[src/rtl/sfi_pkg.sv]
package sfi_pkg;
  localparam int FLAG_N = 5;

  // Bit order matches the irq_en port: txth is bit 0, udr is bit 4
  typedef struct packed {
    logic udr;
    logic tmo;
    logic ovr;
    logic rxth;
    logic txth;
  } flag_vec_t;
endpackage

[src/rtl/sfi_fifo.sv]
module sfi_fifo #(
  parameter int DEPTH = 4,
  parameter int WIDTH = 8,
  localparam int PW = (DEPTH > 1) ? $clog2(DEPTH) : 1,
  localparam int CW = $clog2(DEPTH + 1)
) (
  input  logic             clk,
  input  logic             rst_n,
  input  logic             push,
  input  logic [WIDTH-1:0] wdata,
  input  logic             pop,
  output logic [WIDTH-1:0] rdata,
  output logic [CW-1:0]    count
);
  logic [WIDTH-1:0] mem [DEPTH];
  logic [PW-1:0]    wptr, wptr_n, rptr, rptr_n;
  logic [CW-1:0]    count_n;
  logic             full, empty, push_ok, pop_ok;

  function automatic logic [PW-1:0] ptr_inc(input logic [PW-1:0] p);
    return (p == PW'(DEPTH - 1)) ? '0 : p + 1'b1;
  endfunction

  assign full    = (count == CW'(DEPTH));
  assign empty   = (count == '0);
  assign push_ok = push && !full;
  assign pop_ok  = pop && !empty;
  assign rdata   = mem[rptr];

  always_comb begin
    wptr_n  = push_ok ? ptr_inc(wptr) : wptr;
    rptr_n  = pop_ok  ? ptr_inc(rptr) : rptr;
    count_n = count + CW'(push_ok) - CW'(pop_ok);
  end

  always_ff @(posedge clk or negedge rst_n) begin
    if (!rst_n) begin
      wptr  <= '0;
      rptr  <= '0;
      count <= '0;
    end else begin
      wptr  <= wptr_n;
      rptr  <= rptr_n;
      count <= count_n;
    end
  end

  // Storage has no reset: only the pointers qualify its contents
  generate
    for (genvar g = 0; g < DEPTH; g++) begin : g_slot
      always_ff @(posedge clk) begin
        if (push_ok && (wptr == PW'(g))) mem[g] <= wdata;
      end
    end
  endgenerate


  no_overflow_chk: assert property (@(posedge clk) disable iff (!rst_n)
    count <= CW'(DEPTH));

  empty_pop_chk: assert property (@(posedge clk) disable iff (!rst_n)
    (pop && empty && !push) |=> (count == '0));
endmodule

[src/rtl/sfi_rx_timeout.sv]
module sfi_rx_timeout #(
  parameter int MST_LIM = 64,
  parameter int SLV_LIM = 576,
  localparam int MAXL = (SLV_LIM > MST_LIM) ? SLV_LIM : MST_LIM,
  localparam int TW = $clog2(MAXL + 1)
) (
  input  logic clk,
  input  logic rst_n,
  input  logic slave,
  input  logic nonempty,
  input  logic pop,
  output logic hit
);
  logic [TW-1:0] cnt, cnt_n, cnt_inc, limit;
  logic          run;

  assign limit = slave ? TW'(SLV_LIM) : TW'(MST_LIM);
  assign run   = nonempty && !pop;

  always_comb begin
    cnt_inc = (cnt == TW'(MAXL)) ? cnt : cnt + 1'b1;
    cnt_n   = run ? cnt_inc : '0;
    hit     = run && (cnt_inc >= limit);
  end

  always_ff @(posedge clk or negedge rst_n) begin
    if (!rst_n) cnt <= '0;
    else        cnt <= cnt_n;
  end


  tmo_restart_chk: assert property (@(posedge clk) disable iff (!rst_n)
    (pop || !nonempty) |=> (cnt == '0));
endmodule

[src/rtl/sfi_underrun.sv]
module sfi_underrun (
  input  logic clk,
  input  logic rst_n,
  input  logic slave,
  input  logic ss_active,
  input  logic tx_underflow,
  output logic post
);
  logic ss_q, pend, pend_n, ss_fall;

  assign ss_fall = ss_q && !ss_active;
  assign post    = ss_fall && pend;

  always_comb begin
    if (ss_fall) pend_n = 1'b0;
    else         pend_n = pend || (tx_underflow && slave && ss_active);
  end

  always_ff @(posedge clk or negedge rst_n) begin
    if (!rst_n) begin
      ss_q <= 1'b0;
      pend <= 1'b0;
    end else begin
      ss_q <= ss_active;
      pend <= pend_n;
    end
  end


  udr_edge_chk: assert property (@(posedge clk) disable iff (!rst_n)
    post |-> ($past(ss_active) && !ss_active));
endmodule

[src/rtl/spi_fifo_irq_unit.sv]
module spi_fifo_irq_unit #(
  parameter int DEPTH   = 4,
  parameter int WIDTH   = 8,
  parameter int TH_W    = 2,
  parameter int MST_LIM = 64,
  parameter int SLV_LIM = 576,
  localparam int CW = $clog2(DEPTH + 1),
  localparam int FN = sfi_pkg::FLAG_N
) (
  input  logic             clk,
  input  logic             rst_n,
  input  logic             slave_mode,
  input  logic             ss_active,
  input  logic             rx_push,
  input  logic [WIDTH-1:0] rx_wdata,
  input  logic             rx_pop,
  output logic [WIDTH-1:0] rx_rdata,
  output logic [CW-1:0]    rx_count,
  output logic             rx_full,
  input  logic             tx_push,
  input  logic [WIDTH-1:0] tx_wdata,
  input  logic             tx_pop,
  output logic [WIDTH-1:0] tx_rdata,
  output logic [CW-1:0]    tx_count,
  input  logic             tx_underflow,
  input  logic [TH_W-1:0]  tx_thresh,
  input  logic [TH_W-1:0]  rx_thresh,
  input  logic [FN-1:0]    irq_en,
  input  logic [2:0]       flag_clr,
  output logic             txth_flag,
  output logic             rxth_flag,
  output logic             ovr_flag,
  output logic             tmo_flag,
  output logic             udr_flag,
  output logic             irq
);
  import sfi_pkg::*;

  flag_vec_t flags;
  logic      ovr_set, tmo_hit, udr_post;
  logic      ovr_n, tmo_n, udr_n;

  sfi_fifo #(.DEPTH(DEPTH), .WIDTH(WIDTH)) u_rxq (
    .clk(clk), .rst_n(rst_n), .push(rx_push), .wdata(rx_wdata),
    .pop(rx_pop), .rdata(rx_rdata), .count(rx_count));

  sfi_fifo #(.DEPTH(DEPTH), .WIDTH(WIDTH)) u_txq (
    .clk(clk), .rst_n(rst_n), .push(tx_push), .wdata(tx_wdata),
    .pop(tx_pop), .rdata(tx_rdata), .count(tx_count));

  sfi_rx_timeout #(.MST_LIM(MST_LIM), .SLV_LIM(SLV_LIM)) u_tmo (
    .clk(clk), .rst_n(rst_n), .slave(slave_mode),
    .nonempty(rx_count != '0), .pop(rx_pop), .hit(tmo_hit));

  sfi_underrun u_udr (
    .clk(clk), .rst_n(rst_n), .slave(slave_mode), .ss_active(ss_active),
    .tx_underflow(tx_underflow), .post(udr_post));

  assign rx_full   = (rx_count == CW'(DEPTH));
  assign ovr_set   = slave_mode && rx_push && rx_full;
  assign txth_flag = (tx_count <= CW'(tx_thresh));
  assign rxth_flag = (rx_count >  CW'(rx_thresh));

  // Sticky flags: a set in the same cycle overrides the clear
  always_comb begin
    ovr_n = ovr_set  || (ovr_flag && !flag_clr[0]);
    tmo_n = tmo_hit  || (tmo_flag && !flag_clr[1]);
    udr_n = udr_post || (udr_flag && !flag_clr[2]);
  end

  always_ff @(posedge clk or negedge rst_n) begin
    if (!rst_n) begin
      ovr_flag <= 1'b0;
      tmo_flag <= 1'b0;
      udr_flag <= 1'b0;
    end else begin
      ovr_flag <= ovr_n;
      tmo_flag <= tmo_n;
      udr_flag <= udr_n;
    end
  end

  always_comb begin
    flags.txth = txth_flag;
    flags.rxth = rxth_flag;
    flags.ovr  = ovr_flag;
    flags.tmo  = tmo_flag;
    flags.udr  = udr_flag;
    irq        = |(flags & irq_en);
  end


  ovr_set_chk: assert property (@(posedge clk) disable iff (!rst_n)
    (slave_mode && rx_push && rx_count == CW'(DEPTH)) |=> ovr_flag);

  tmo_cause_chk: assert property (@(posedge clk) disable iff (!rst_n)
    $rose(tmo_flag) |-> ($past(rx_count) != '0));

  ovr_clear_chk: assert property (@(posedge clk) disable iff (!rst_n)
    (flag_clr[0] && !(slave_mode && rx_push && rx_count == CW'(DEPTH))) |=> !ovr_flag);

  irq_quiet_chk: assert property (@(posedge clk) disable iff (!rst_n)
    (irq_en == '0) |-> !irq);
endmodule

[config.mk]
export PLATFORM = sky130hd
export DESIGN_NAME = spi_fifo_irq_unit
export DESIGN_NICKNAME = d
export VERILOG_FILES = /design/src/rtl/sfi_pkg.sv /design/src/rtl/sfi_fifo.sv /design/src/rtl/sfi_rx_timeout.sv /design/src/rtl/sfi_underrun.sv /design/src/rtl/spi_fifo_irq_unit.sv
export SDC_FILE = /design/constraint.sdc
export NUM_CORES = 1
export LEC_CHECK = 0
export BUFFER_PORTS_ARGS = -buffer_cell sky130_fd_sc_hd__buf_2
export CELL_PAD_IN_SITES_DETAIL_PLACEMENT = 2
export CELL_PAD_IN_SITES_GLOBAL_PLACEMENT = 2
export CORE_MARGIN = 5
export CORE_UTILIZATION = 40
export DETAILED_ROUTE_END_ITERATION = 6
export GPL_ROUTABILITY_DRIVEN = 0
export GPL_TIMING_DRIVEN = 0
export PLACE_DENSITY_LB_ADDON = 0.05
export SYNTH_ARGS = -nofsm -noshare
export SYNTH_HDL_FRONTEND = slang
export SYNTH_SLANG_ARGS = --single-unit
[constraint.sdc]
create_clock -name clk -period 2.3 [get_ports clk]
set_input_delay 0.46 -clock clk [delete_from_list [all_inputs] [get_ports clk]]
set_output_delay 0.46 -clock clk [all_outputs]
set_load 0.1 [all_outputs]
; Word-level counts from Yosys, hierarchy flattened
; Memory sizes are Yosys's and may differ from the RTL's.
; Index checks and enable logic that the tools add are counted.
[totals]
word_cells = 128
inputBits = 37
out_inout_bits = 29
mem_count = 2
mem_bits_rw = 64
regBits = 29
[op_classes]
muxes = 42
n_reduce_logical = 48
order_cmp = 3
bitwise = 1
n_addsub = 9
n_eq_ne = 11
[mem_list]
columns = memory, depth, word_bits, read_ports, rd_ports_with_merged_regs, write_ports, line
row1 = u_rxq.mem, 4, 8, 1, 0, 1, sfi_fifo.sv:15  ; logic [WIDTH-1:0] mem [DEPTH];
row2 = u_txq.mem, 4, 8, 1, 0, 1, sfi_fifo.sv:15
[op_table]
columns = operator, n
row1 = $mux W8, 6
row2 = $reduce_or A8 Y1, 6
row3 = $mux W10, 3
row4 = $logic_and A1 B1 Y1, 23
row5 = $mux W1, 23
row6 = $mux W2, 10
row7 = $eq A2 B2 Y1 const B, 6
row8 = $add A10 B1 Y10 const B, 1
row9 = $eq A10 B10 Y1 const B, 1
row10 = $ge A10 B10 Y1, 1
row11 = $logic_not A1 Y1, 9
row12 = $add A2 B1 Y2 const B, 4
row13 = $add A3 B1 Y3, 2
row14 = $eq A3 B3 Y1 const B, 2
row15 = $logic_not A3 Y1, 2
row16 = $sub A3 B1 Y3, 2
row17 = $and A5 B5 Y5, 1
row18 = $reduce_or A5 Y1, 1
row19 = $eq A2 B1 Y1 const B, 2
row20 = $logic_not A2 Y1, 2
row21 = $logic_or A1 B1 Y1, 4
row22 = $gt A3 B2 Y1, 1
row23 = $le A3 B2 Y1, 1
row24 = $reduce_bool A3 Y1, 1

; Logic depth before layout (Yosys ltp)
; Gate-level depths: netlist (run 1).
[depth]
depth_word = 10
mapped_depth = 10
depth_no_buf = 10

; Hierarchy
; Synthesis (run 1) repeated with hierarchy kept, for this count alone.
[hier_totals]
hier_cells = 269
hier_area_um2 = 4284.1
[by_module_without_submodules]
columns = module, area_each_um2, seq_area_each_um2, cells_per_inst, instances
row1 = sfi_fifo at u_rxq, 1675.4, 1136.1, 83, 1
row2 = sfi_fifo at u_txq, 1617.8, 1136.1, 79, 1
row3 = sfi_rx_timeout, 629.4, 250.2, 68, 1
row4 = spi_fifo_irq_unit, 284.0, 75.1, 32, 1
row5 = sfi_underrun, 77.6, 50.0, 7, 1

; Worst setup path after synthesis (run 1)
; No wires, ideal clock.
[synth_path]
kind = register to output
from = register u_txq.count[1]
to = output irq
path_buffers = 0
t_required_ps = 1840
arrival_ps = 3771
stages_incl_launch_ff = 6
setup_slack_ps = -1931
path_cell_list = dfrtp_1 ha_1 nor2b_1 a2bb2oi_1 nor2_1 a211o_1
[synth_via]
elab_chain_len = 3
[synth_lines]
columns = item, line
row1 = from (decl), sfi_fifo.sv:13  ; output logic [CW-1:0] count
row2 = from (signal assigned), sfi_fifo.sv:44  ; count <= count_n;
row3 = $le A3 B2 Y1, spi_fifo_irq_unit.sv:61  ; assign txth_flag = (tx_count <= CW'(tx_thresh));
row4 = net txth_flag, spi_fifo_irq_unit.sv:30  ; output logic txth_flag,
row5 = $and A5 B5 Y5, spi_fifo_irq_unit.sv:89  ; irq = |(flags & irq_en);
row6 = $reduce_or A5 Y1, spi_fifo_irq_unit.sv:89
row7 = to (decl), spi_fifo_irq_unit.sv:35  ; output logic irq
; The timed path passes the listed nets, and every way through them passes these cells.

; Worst setup path in the final report (run 1)
[layout_path]
from = register u_txq.count[1]
to = output irq
[layout_via]
elab_chain_len = 3
[layout_lines]
columns = item, line
row1 = $le A3 B2 Y1, spi_fifo_irq_unit.sv:61
row2 = $and A5 B5 Y5, spi_fifo_irq_unit.sv:89
row3 = $reduce_or A5 Y1, spi_fifo_irq_unit.sv:89
; Every way passes these cells.

==> impl_metrics.json, run 1 <==
{
  "run_status": "finished with violations",
  "violations": "negative setup slack",
  "first_global_vias": 2861,
  "wl_per_cell_um": 20.30,
  "dr.pass1.iters": 4,
  "grtUsageTotal": 0.1629,
  "setup_viol": 3,
  "dr_wl_met3_um": 364,
  "drt-total-wl_um": 9844,
  "maxSlewHeadroom": 0.5101,
  "async_reset_ff_frac": 0.3118,
  "hold_violations": 0,
  "multi_input_area_sq_mm": 0.001461,
  "critical_path.top_delay_family": "flip-flops",
  "cp_cell_sequence": "ha_4 > nor2b_4 > a2bb2oi_4 > nor2_4 > a211o_4 > buf_12",
  "htreeDepth": 3,
  "crit_slowest_cell": "dfrtp_4",
  "final_antenna_net_count": 0,
  "io_pins": 66,
  "io_buffers": 65,
  "worst_slack_ns": -0.1755,
  "synthTopCellsByArea": "edfxtp_1 47%, dfrtp_1 18%, mux4_2 8.8%",
  "fmax_mhz": 404.0,
  "wl_met2_um": 5203,
  "tightest_slew_ns": 0.7349,
  "ctsLongestPathBuffers": 2,
  "fin_skew_ns": 0.01081,
  "clock-root-buffer": "clkbuf_8",
  "criticalPathCategory": "reg -> out",
  "placed_cell_area_sq_mm": 0.004658,
  "yosysWarnings": 0,
  "cp-start-kind": "flop",
  "ff_latch_area_sq_mm": 0.002665,
  "crit_fanout": 2,
  "yosys.cell_types.count": 43,
  "r2r_slack_ns": -0.02,
  "vias": 2442,
  "dr.max_layer_used": "met4",
  "synth-seq-cells": 93,
  "yosysMostFrequentCell": "edfxtp_1",
  "nets": 407,
  "synth_edf_count": 64,
  "tns_ns": -0.3024,
  "die-area_sq_mm": 0.01231,
  "reg2reg_to": "u_txq.count[2]",
  "fin_util": 0.5193,
  "hp-class": "in -> async",
  "clk_pin_slew_ns": 0.10,
  "antennaDiodeCount": 0,
  "drive_above_1_share": 0.4375,
  "die_h_um": 111.0,
  "grt_setup_unrepaired": "true",
  "grt_max_degree": 30,
  "postCtsHoldBufs": 0,
  "synth_common_cells": "64 x edfxtp_1, 29 x dfrtp_1, 25 x inv_1, 21 x ha_1, 16 x mux4_2",
  "numCtsBuffers": 9,
  "report.final.slew_viol_count": 0,
  "start_util": 0.4132,
  "design.core.area_sq_mm": 0.009864,
  "routed_via_density": 5.035,
  "cts_sinks": 93,
  "clk_latency_ns": 0.36,
  "cp_num_buf_inv": 1,
  "crit_required_ns": 1.84,
  "syn_area_sq_mm": 0.004076,
  "synth_nets": 321,
  "grt_pass1_wl_um": 15690,
  "fillCellCount": 927,
  "avgSynthCellArea_sq_um": 15.62,
  "cts_tree": "yes",
  "fin_crit_ns": 2.476,
  "crit_path_max_incr_delay_ns": 0.51,
  "drt-initial-drc-count": 94,
  "wl_met1_um": 4199,
  "crit_path_end_kind": "primary output",
  "drc": 0,
  "syn_inst": 261,
  "synth_top_area_frac": 0.4715,
  "period_share": 1.076,
  "die_w_um": 111.0,
  "timing.rr.start": "u_txq.count[1]",
  "synthToLayoutAreaGrowth_pct": 25.66,
  "arrival_ns": 2.02,
  "grt_antenna_before_repair": 0,
  "maxCapViolCount": 0,
  "rr_worst_depth": 10,
  "yosys_most_used_dff": "edfxtp_1",
  "rows": 36,
  "grt-ovfl-total": 0,
  "final_area_sq_mm": 0.005122,
  "ys_seq_area_frac": 0.6495,
  "yosys.area.top_type": "edfxtp_1",
  "hpwl_um": 6917
}
[cell families (layout without fill, tap and decap cells)]
kind of cell | after synthesis | count (layout) | share of synthesized area
and+or+nand+nor | 62 | 62 | 0.08748
adders and majority gates | 23 | 23 | 0.07428
muxes | 20 | 20 | 0.09945
DFF | 93 | 93 | 0.6495
buffers and inverters | 32 | 123 | 0.03162
xor gates and xnor gates | 11 | 11 | 0.02363
AOI/OAI and AO/OA | 20 | 20 | 0.03407
[worst register-to-register path, delay by kind of cell, from the launching register on]
family | cells | cell delay (ns)
AOI/OAI and AO/OA | 1 | 0.27
xor gates and xnor gates | 2 | 0.31
adders and majority gates | 3 | 0.80
buffers and inverters | 4 | 0.36
DFF | 1 | 0.51
[routing by layer]
layer  global-route usage  up-vias
met5                    0        -
met4              0.03448        0
met3              0.03712        6
met2               0.2864       57
met1               0.2061     1248
li1                     -     1131
[worst max path at each step]
stage / slack (ns) / cells after the start / start / endpoint
6_report: -0.18 / 6 / u_txq.count[1] / irq
5_1_grt: -0.27 / 6 / u_txq.count[1] / irq
4_1_cts: -0.20 / 6 / u_txq.count[1] / irq
3_5_place_dp: -0.20 / 9 / u_txq.count[1] / u_txq.count[2]
3_3_place_gp: -0.16 / 9 / u_txq.count[1] / u_txq.count[2]
2_1_floorplan: -0.25 / 5 / u_txq.count[1] / irq
[through the flow]
step	worst slack (ns)	std cells	hold slack [ns]
3_5_place_dp	-0.2011	459	0.5364
5_1_grt	-0.2653	485	0.1840
6_report	-0.1755	485	0.1430
3_3_place_gp	-0.1554	459	0.5280
4_1_cts	-0.1965	480	0.1603
2_1_floorplan	-0.2524	261	0.1644
[state kept, by name, summed over array words and instances (netlist names), 3 cells and up]
signal       count
u_rxq.count      3
u_rxq.mem       32
u_tmo.cnt       10
u_txq.count      3
u_txq.mem       32
[cells in the final DEF, fill, tap and decap left out, types with 3 or more instances in the layout]
master / n
nand4_1: 4
nor3_1: 7
o21ai_0: 3
nor2_1: 11
edfxtp_1: 64
xor2_1: 5
buf_2: 48
and2_4: 4
clkbuf_8: 9
dfrtp_4: 4
mux4_2: 16
xnor2_1: 5
a21oi_1: 4
mux2_2: 4
nand2_1: 8
ha_4: 4
dfrtp_1: 23
and2_1: 6
buf_4: 26
ha_1: 17
nand3_1: 3
buf_12: 3
inv_1: 21
nor2b_1: 3
[what timing repair did]
| action | in CTS | in global routing |
|---|---|---|
| setup endpoints to repair | 23 | 17 |
| buffers inserted | 7 | 5 |
| pin swaps | 8 | 5 |
| resized for setup | 43 | 9 |
| cloned | 0 | 0 |
[cell type report]
cell class | count | area share
clock inverter | 6 | 0.01075
sequential | 93 | 0.5203
multi-input combinational | 136 | 0.2853
buffer | 6 | 0.009282
clock buffer | 10 | 0.02491
inverter | 25 | 0.01930
tap | 133 | 0.03249
timing repair buffer | 76 | 0.09770
Power of run 1 is left out: the tool's default activity adds up to more than one toggle a clock period on the data nets, which glitch-free logic cannot reach.
==> inputs of run 2 (changes only) <==
Settings changed: SYNTH_HIERARCHICAL from default to 1.
==> run 2 against run 1 <==
The flow still finishes with violations (negative setup slack). Utilization fell by 1.6 points. Critical path depth fell by 1. Global-route usage fell by 0.46 points. Register-to-register slack improved by 0.08 ns. Die area rose by 4.6%.
==> impl_metrics.json, run 2 <==
{
  "hold_violations": 0,
  "drive_above_1_share": 0.4028,
  "synth_common_cells": "64 x edfxtp_1, 31 x inv_1, 29 x dfrtp_1, 21 x ha_1, 10 x a21oi_1",
  "setup_viol": 1,
  "antennaDiodeCount": 0,
  "rows": 37,
  "start_util": 0.4131,
  "crit_path_max_incr_delay_ns": 0.53,
  "syn_area_sq_mm": 0.004284,
  "cp-start-kind": "flop",
  "drt-initial-drc-count": 100,
  "criticalPathCategory": "reg -> out",
  "clock-root-buffer": "clkbuf_8",
  "crit_start": "u_txq/count[1]",
  "ff_latch_area_sq_mm": 0.002669,
  "io_buffers": 65,
  "drc": 0,
  "cts_sinks": 93,
  "vias": 2584,
  "die-area_sq_mm": 0.01288,
  "worst_slack_ns": -0.05174,
  "avgSynthCellArea_sq_um": 15.93,
  "design.core.area_sq_mm": 0.01037,
  "grtUsageTotal": 0.1583,
  "fin_skew_ns": 0.009790,
  "routed_via_density": 5.210,
  "io_pins": 66,
  "final_antenna_net_count": 0,
  "grt_pass1_wl_um": 15770,
  "yosysWarnings": 6,
  "clk_pin_slew_ns": 0.10,
  "synth-seq-cells": 93,
  "final_cell_mix": "64 x edfxtp_1, 46 x buf_2, 29 x inv_1, 22 x dfrtp_1",
  "synth_nets": 329,
  "synth_edf_count": 64,
  "crit_required_ns": 1.84,
  "maxSlewHeadroom": 0.5314,
  "synth_top_area_frac": 0.4486,
  "multi_input_area_sq_mm": 0.001540,
  "grt_max_degree": 30,
  "clk_latency_ns": 0.35,
  "wl_per_cell_um": 19.85,
  "die_w_um": 113.5,
  "fillCellCount": 991,
  "synthTopCellsByArea": "edfxtp_1 45%, dfrtp_1 17%, ha_1 6.1%",
  "reg.largest.list": "u_rxq/mem (32), u_txq/mem (32), u_tmo/cnt (10)",
  "yosys.cell_types.count": 52,
  "grt-ovfl-total": 0,
  "nets": 415,
  "place_ws_ns": -0.004330,
  "tns_ns": -0.05174,
  "hp-class": "in -> async",
  "maxCapViolCount": 0,
  "die_h_um": 113.5,
  "fmax_mhz": 425.2,
  "arrival_ns": 1.89,
  "fin_util": 0.5031,
  "fin_crit_ns": 2.352,
  "violations": "negative setup slack",
  "numCtsBuffers": 9,
  "run_status": "finished with violations",
  "dr.pass1.iters": 4,
  "final_common_cell": "edfxtp_1",
  "report.final.slew_viol_count": 0,
  "grt_setup_unrepaired": "true",
  "crit_slowest_cell": "dfrtp_4",
  "cts_tree": "yes",
  "drt-total-wl_um": 9847,
  "grt_antenna_before_repair": 0,
  "hpwl_um": 6936,
  "htreeDepth": 3,
  "crit_fanout": 5,
  "first_global_vias": 2967,
  "ctsLongestPathBuffers": 2,
  "tightest_slew_ns": 0.7029,
  "cp_cell_sequence": "ha_4 > and3b_2 > a21oi_4 > o211ai_1 > buf_6",
  "syn_inst": 269,
  "ys_seq_area_frac": 0.6180,
  "yosys_most_used_dff": "edfxtp_1",
  "postCtsHoldBufs": 0,
  "yosys.area.top_type": "edfxtp_1",
  "async_reset_ff_frac": 0.3118,
  "yosysMostFrequentCell": "edfxtp_1",
  "crit_path_end_kind": "primary output",
  "synthToLayoutAreaGrowth_pct": 21.79,
  "timing.rr.start": "u_txq/count[0]",
  "period_share": 1.022
}
==> run 2: cell types whose count changed after synthesis, sizes merged, moves of 4 or more <==
cell | before | now
nor3 | 9 | 1
a21oi | 4 | 10
and2 | 10 | 4
and3b | 0 | 6
inv | 25 | 31
buf | 7 | 3
nand2b | 2 | 6
nor2 | 12 | 8
nor2b | 5 | 1
o31ai | 1 | 5
==> run 2: worst paths after layout <==
path / end / slack [ns] / cells after the start
worst max register to register: u_txq/count[2] / 0.06 / 9
min in group clk: u_udr/ss_q / 0.22 / 1
worst min register to register: tmo_flag / 0.52 / 1
worst max-delay path: irq / -0.05 / 5
worst min-delay path: u_tmo/cnt[1] / 0.14 / 1
max in group asynchronous: u_rxq/count[1] / 1.63 / 1
==> run 2: worst max-delay path, delay by kind of cell (launching register included) <==
kind,cells,cell delay [ns]
fa+ha+maj,1,0.27
buf+inv,1,0.26
flops,1,0.53
compound gates,2,0.28
simple gates,1,0.19
==> run 2: cell type report <==
type | instances | area share
sequential | 93 | 0.5115
multi-input combinational | 139 | 0.2952
timing repair buffer | 75 | 0.09424
tap | 136 | 0.03261
clock buffer | 9 | 0.02374
inverter | 31 | 0.02230
clock inverter | 7 | 0.01127
buffer | 6 | 0.009113
==> run 2: cells by family after synthesis <==
group,synth area share
flops,0.6180
simple gates,0.09317
buf+inv,0.03797
compound gates,0.06279
fa+ha+maj,0.07068
mux,0.1051
xor+xnor,0.01227
==> run 2: routing by layer <==
layer | part of all wire | vias to the layer above | global-route usage
li1 | - | 1185 | -
met1 | 0.41 | 1336 | 0.1981
met2 | 0.54 | 59 | 0.2752
met3 | 0.043 | 4 | 0.04191
met4 | 0.0083 | 0 | 0.03606
met5 | 0 | - | 0
==> run 2: timing repair <==
item / CTS / global route
resized for setup: 13 / 35
pin swaps: 6 / 6
endpoints found under the setup margin: 12 / 20
buffers inserted: 5 / 5
cloned: 0 / 0
==> run 2: stage by stage <==
stage | std cells | area [sq um] | hold slack [ns]
6_report | 496 | 5218 | 0.1422
5_1_grt | 496 | 5218 | 0.1752
4_1_cts | 491 | 5102 | 0.1511
3_5_place_dp | 470 | 4818 | 0.4995
3_3_place_gp | 470 | 4818 | 0.4979
2_1_floorplan | 269 | 4323 | 0.1644
Power of run 2 is left out for the same reason.
==> inputs of run 3 (changes only) <==
Settings changed: SETUP_SLACK_MARGIN from default to 0.5.
==> run 3 against run 2 <==
The flow still finishes with violations (negative setup slack). Highest routed layer unchanged. Via count increased by 8.3%. Worst setup slack improved by 0.0013 ns. Cell count increased by 7.1%. Register-to-register slack got worse by 0.09 ns. Die area unchanged. Critical path type unchanged. Worst hold slack got worse by 0.025 ns. Critical endpoint unchanged.
==> impl_metrics.json, run 3 (synthesis results as in run 2) <==
{
  "multi_input_area_sq_mm": 0.001653,
  "numCtsBuffers": 9,
  "fin_crit_ns": 2.350,
  "crit_start": "u_rxq/count[1]",
  "place_ws_ns": 0.01686,
  "htreeDepth": 3,
  "setup_viol": 2,
  "nets": 450,
  "drt-initial-drc-count": 158,
  "cp_cell_sequence": "ha_4 > nor2b_4 > o311ai_2 > o211ai_1 > buf_6",
  "reg.largest.list": "u_rxq/mem (32), u_txq/mem (32), u_tmo/cnt (10)",
  "die-area_sq_mm": 0.01288,
  "ctsLongestPathBuffers": 2,
  "io_buffers": 65,
  "crit_path_end_kind": "primary output",
  "hpwl_um": 6879,
  "arrival_ns": 1.89,
  "clk_pin_slew_ns": 0.09,
  "grt_max_degree": 30,
  "crit_fanout": 4,
  "fillCellCount": 958,
  "crit_path_max_incr_delay_ns": 0.52,
  "hold_violations": 0,
  "ff_latch_area_sq_mm": 0.002676,
  "first_global_vias": 3218,
  "vias": 2799,
  "synthToLayoutAreaGrowth_pct": 38.93,
  "routed_via_density": 5.271,
  "violations": "negative setup slack",
  "drive_above_1_share": 0.5392,
  "io_pins": 66,
  "cts_sinks": 93,
  "start_util": 0.4131,
  "tns_ns": -0.07965,
  "run_status": "finished with violations",
  "r2r_slack_ns": -0.03,
  "final_common_cell": "edfxtp_1",
  "crit_required_ns": 1.84,
  "crit_slowest_cell": "dfrtp_4",
  "tightest_slew_ns": 0.7166,
  "cts_tree": "yes",
  "antennaDiodeCount": 0,
  "grt_setup_unrepaired": "true",
  "fin_util": 0.5740,
  "drt-total-wl_um": 12580,
  "clk_latency_ns": 0.38,
  "grtUsageTotal": 0.1909,
  "cp-start-kind": "flop",
  "final_antenna_net_count": 0,
  "hp-class": "in -> async",
  "design.core.area_sq_mm": 0.01037,
  "wl_per_cell_um": 23.70,
  "final_cell_mix": "64 x edfxtp_1, 39 x buf_2, 38 x buf_4, 27 x inv_1, 22 x buf_12",
  "clock-root-buffer": "clkbuf_8",
  "report.final.slew_viol_count": 0,
  "rr_worst_depth": 11,
  "reg2reg_to": "u_rxq/count[2]",
  "dr.pass1.iters": 5,
  "die_h_um": 113.5,
  "timing.rr.start": "u_rxq/count[1]",
  "holdWs_ns": 0.1175,
  "grt_pass1_wl_um": 18460,
  "period_share": 1.022,
  "drc": 0,
  "criticalPathCategory": "reg -> out",
  "maxSlewHeadroom": 0.5223,
  "rows": 37,
  "grt_antenna_before_repair": 0,
  "maxCapViolCount": 0,
  "fmax_mhz": 425.4,
  "fin_skew_ns": 0.01544,
  "die_w_um": 113.5,
  "grt-ovfl-total": 0,
  "worst_slack_ns": -0.05048
}
[run 3: cell types whose count changed in the layout (fill, tap and decap cells not counted), moves of 3 or more]
cell | before | now
mux4_1 | 7 | 0
and3b_1 | 5 | 2
ha_4 | 2 | 6
buf_2 | 46 | 39
and3b_2 | 1 | 4
dfrtp_2 | 2 | 5
mux4_2 | 9 | 16
ha_1 | 18 | 13
buf_12 | 2 | 22
buf_4 | 18 | 38
dfrtp_1 | 22 | 18
buf_8 | 0 | 3
[run 3: critical path: cells and delay by family, from the launching register on]
kind | cells | cell delay [ns]
AOI/OAI and AO/OA | 2 | 0.41
adders and majority gates | 1 | 0.23
buffers and inverters | 1 | 0.22
DFF | 1 | 0.52
and+or+nand+nor | 1 | 0.13
[run 3: timing repair]
action                     in CTS  in global routing
pin swaps                      11                  5
setup buffers                  28                 14
setup endpoints to repair      28                 62
hold buffers                    0                  0
gates cloned                    2                  1
gates resized for setup       116                 27
[run 3: metrics by stage]
step                      area [sq um]  std cells
final                             5952        531
after global routing              5952        531
after CTS                         5758        516
after detailed placement          4837        470
after global placement            4837        470
after floorplan                   4342        269
[run 3: cell type report]
class | count | share of cell area
clock buffer | 10 | 0.02312
buffer | 6 | 0.01051
sequential | 93 | 0.4497
timing repair buffer | 110 | 0.1795
tap | 136 | 0.02859
clock inverter | 6 | 0.01135
inverter | 31 | 0.01955
multi-input combinational | 139 | 0.2777
[run 3: per-layer routing]
| metal | wire [um] | share of wire | GRT usage |
|---|---|---|---|
| met1 | 4974 | 0.40 | 0.2353 |
| met5 | 0 | 0 | 0 |
| met3 | 544 | 0.043 | 0.03289 |
| met2 | 6823 | 0.54 | 0.3392 |
| met4 | 242 | 0.019 | 0.06330 |
[run 3: worst max path at each step]
stage                     end  slack (ns)  depth (start not counted)
5_1_grt                   irq       -0.13                          5
3_5_place_dp   u_rxq/count[2]        0.02                          9
6_report                  irq       -0.05                          5
2_1_floorplan             irq       -0.78                          4
3_3_place_gp   u_rxq/count[2]        0.05                          9
4_1_cts                   irq      -0.001                          5
Power of run 3 is left out for the same reason.
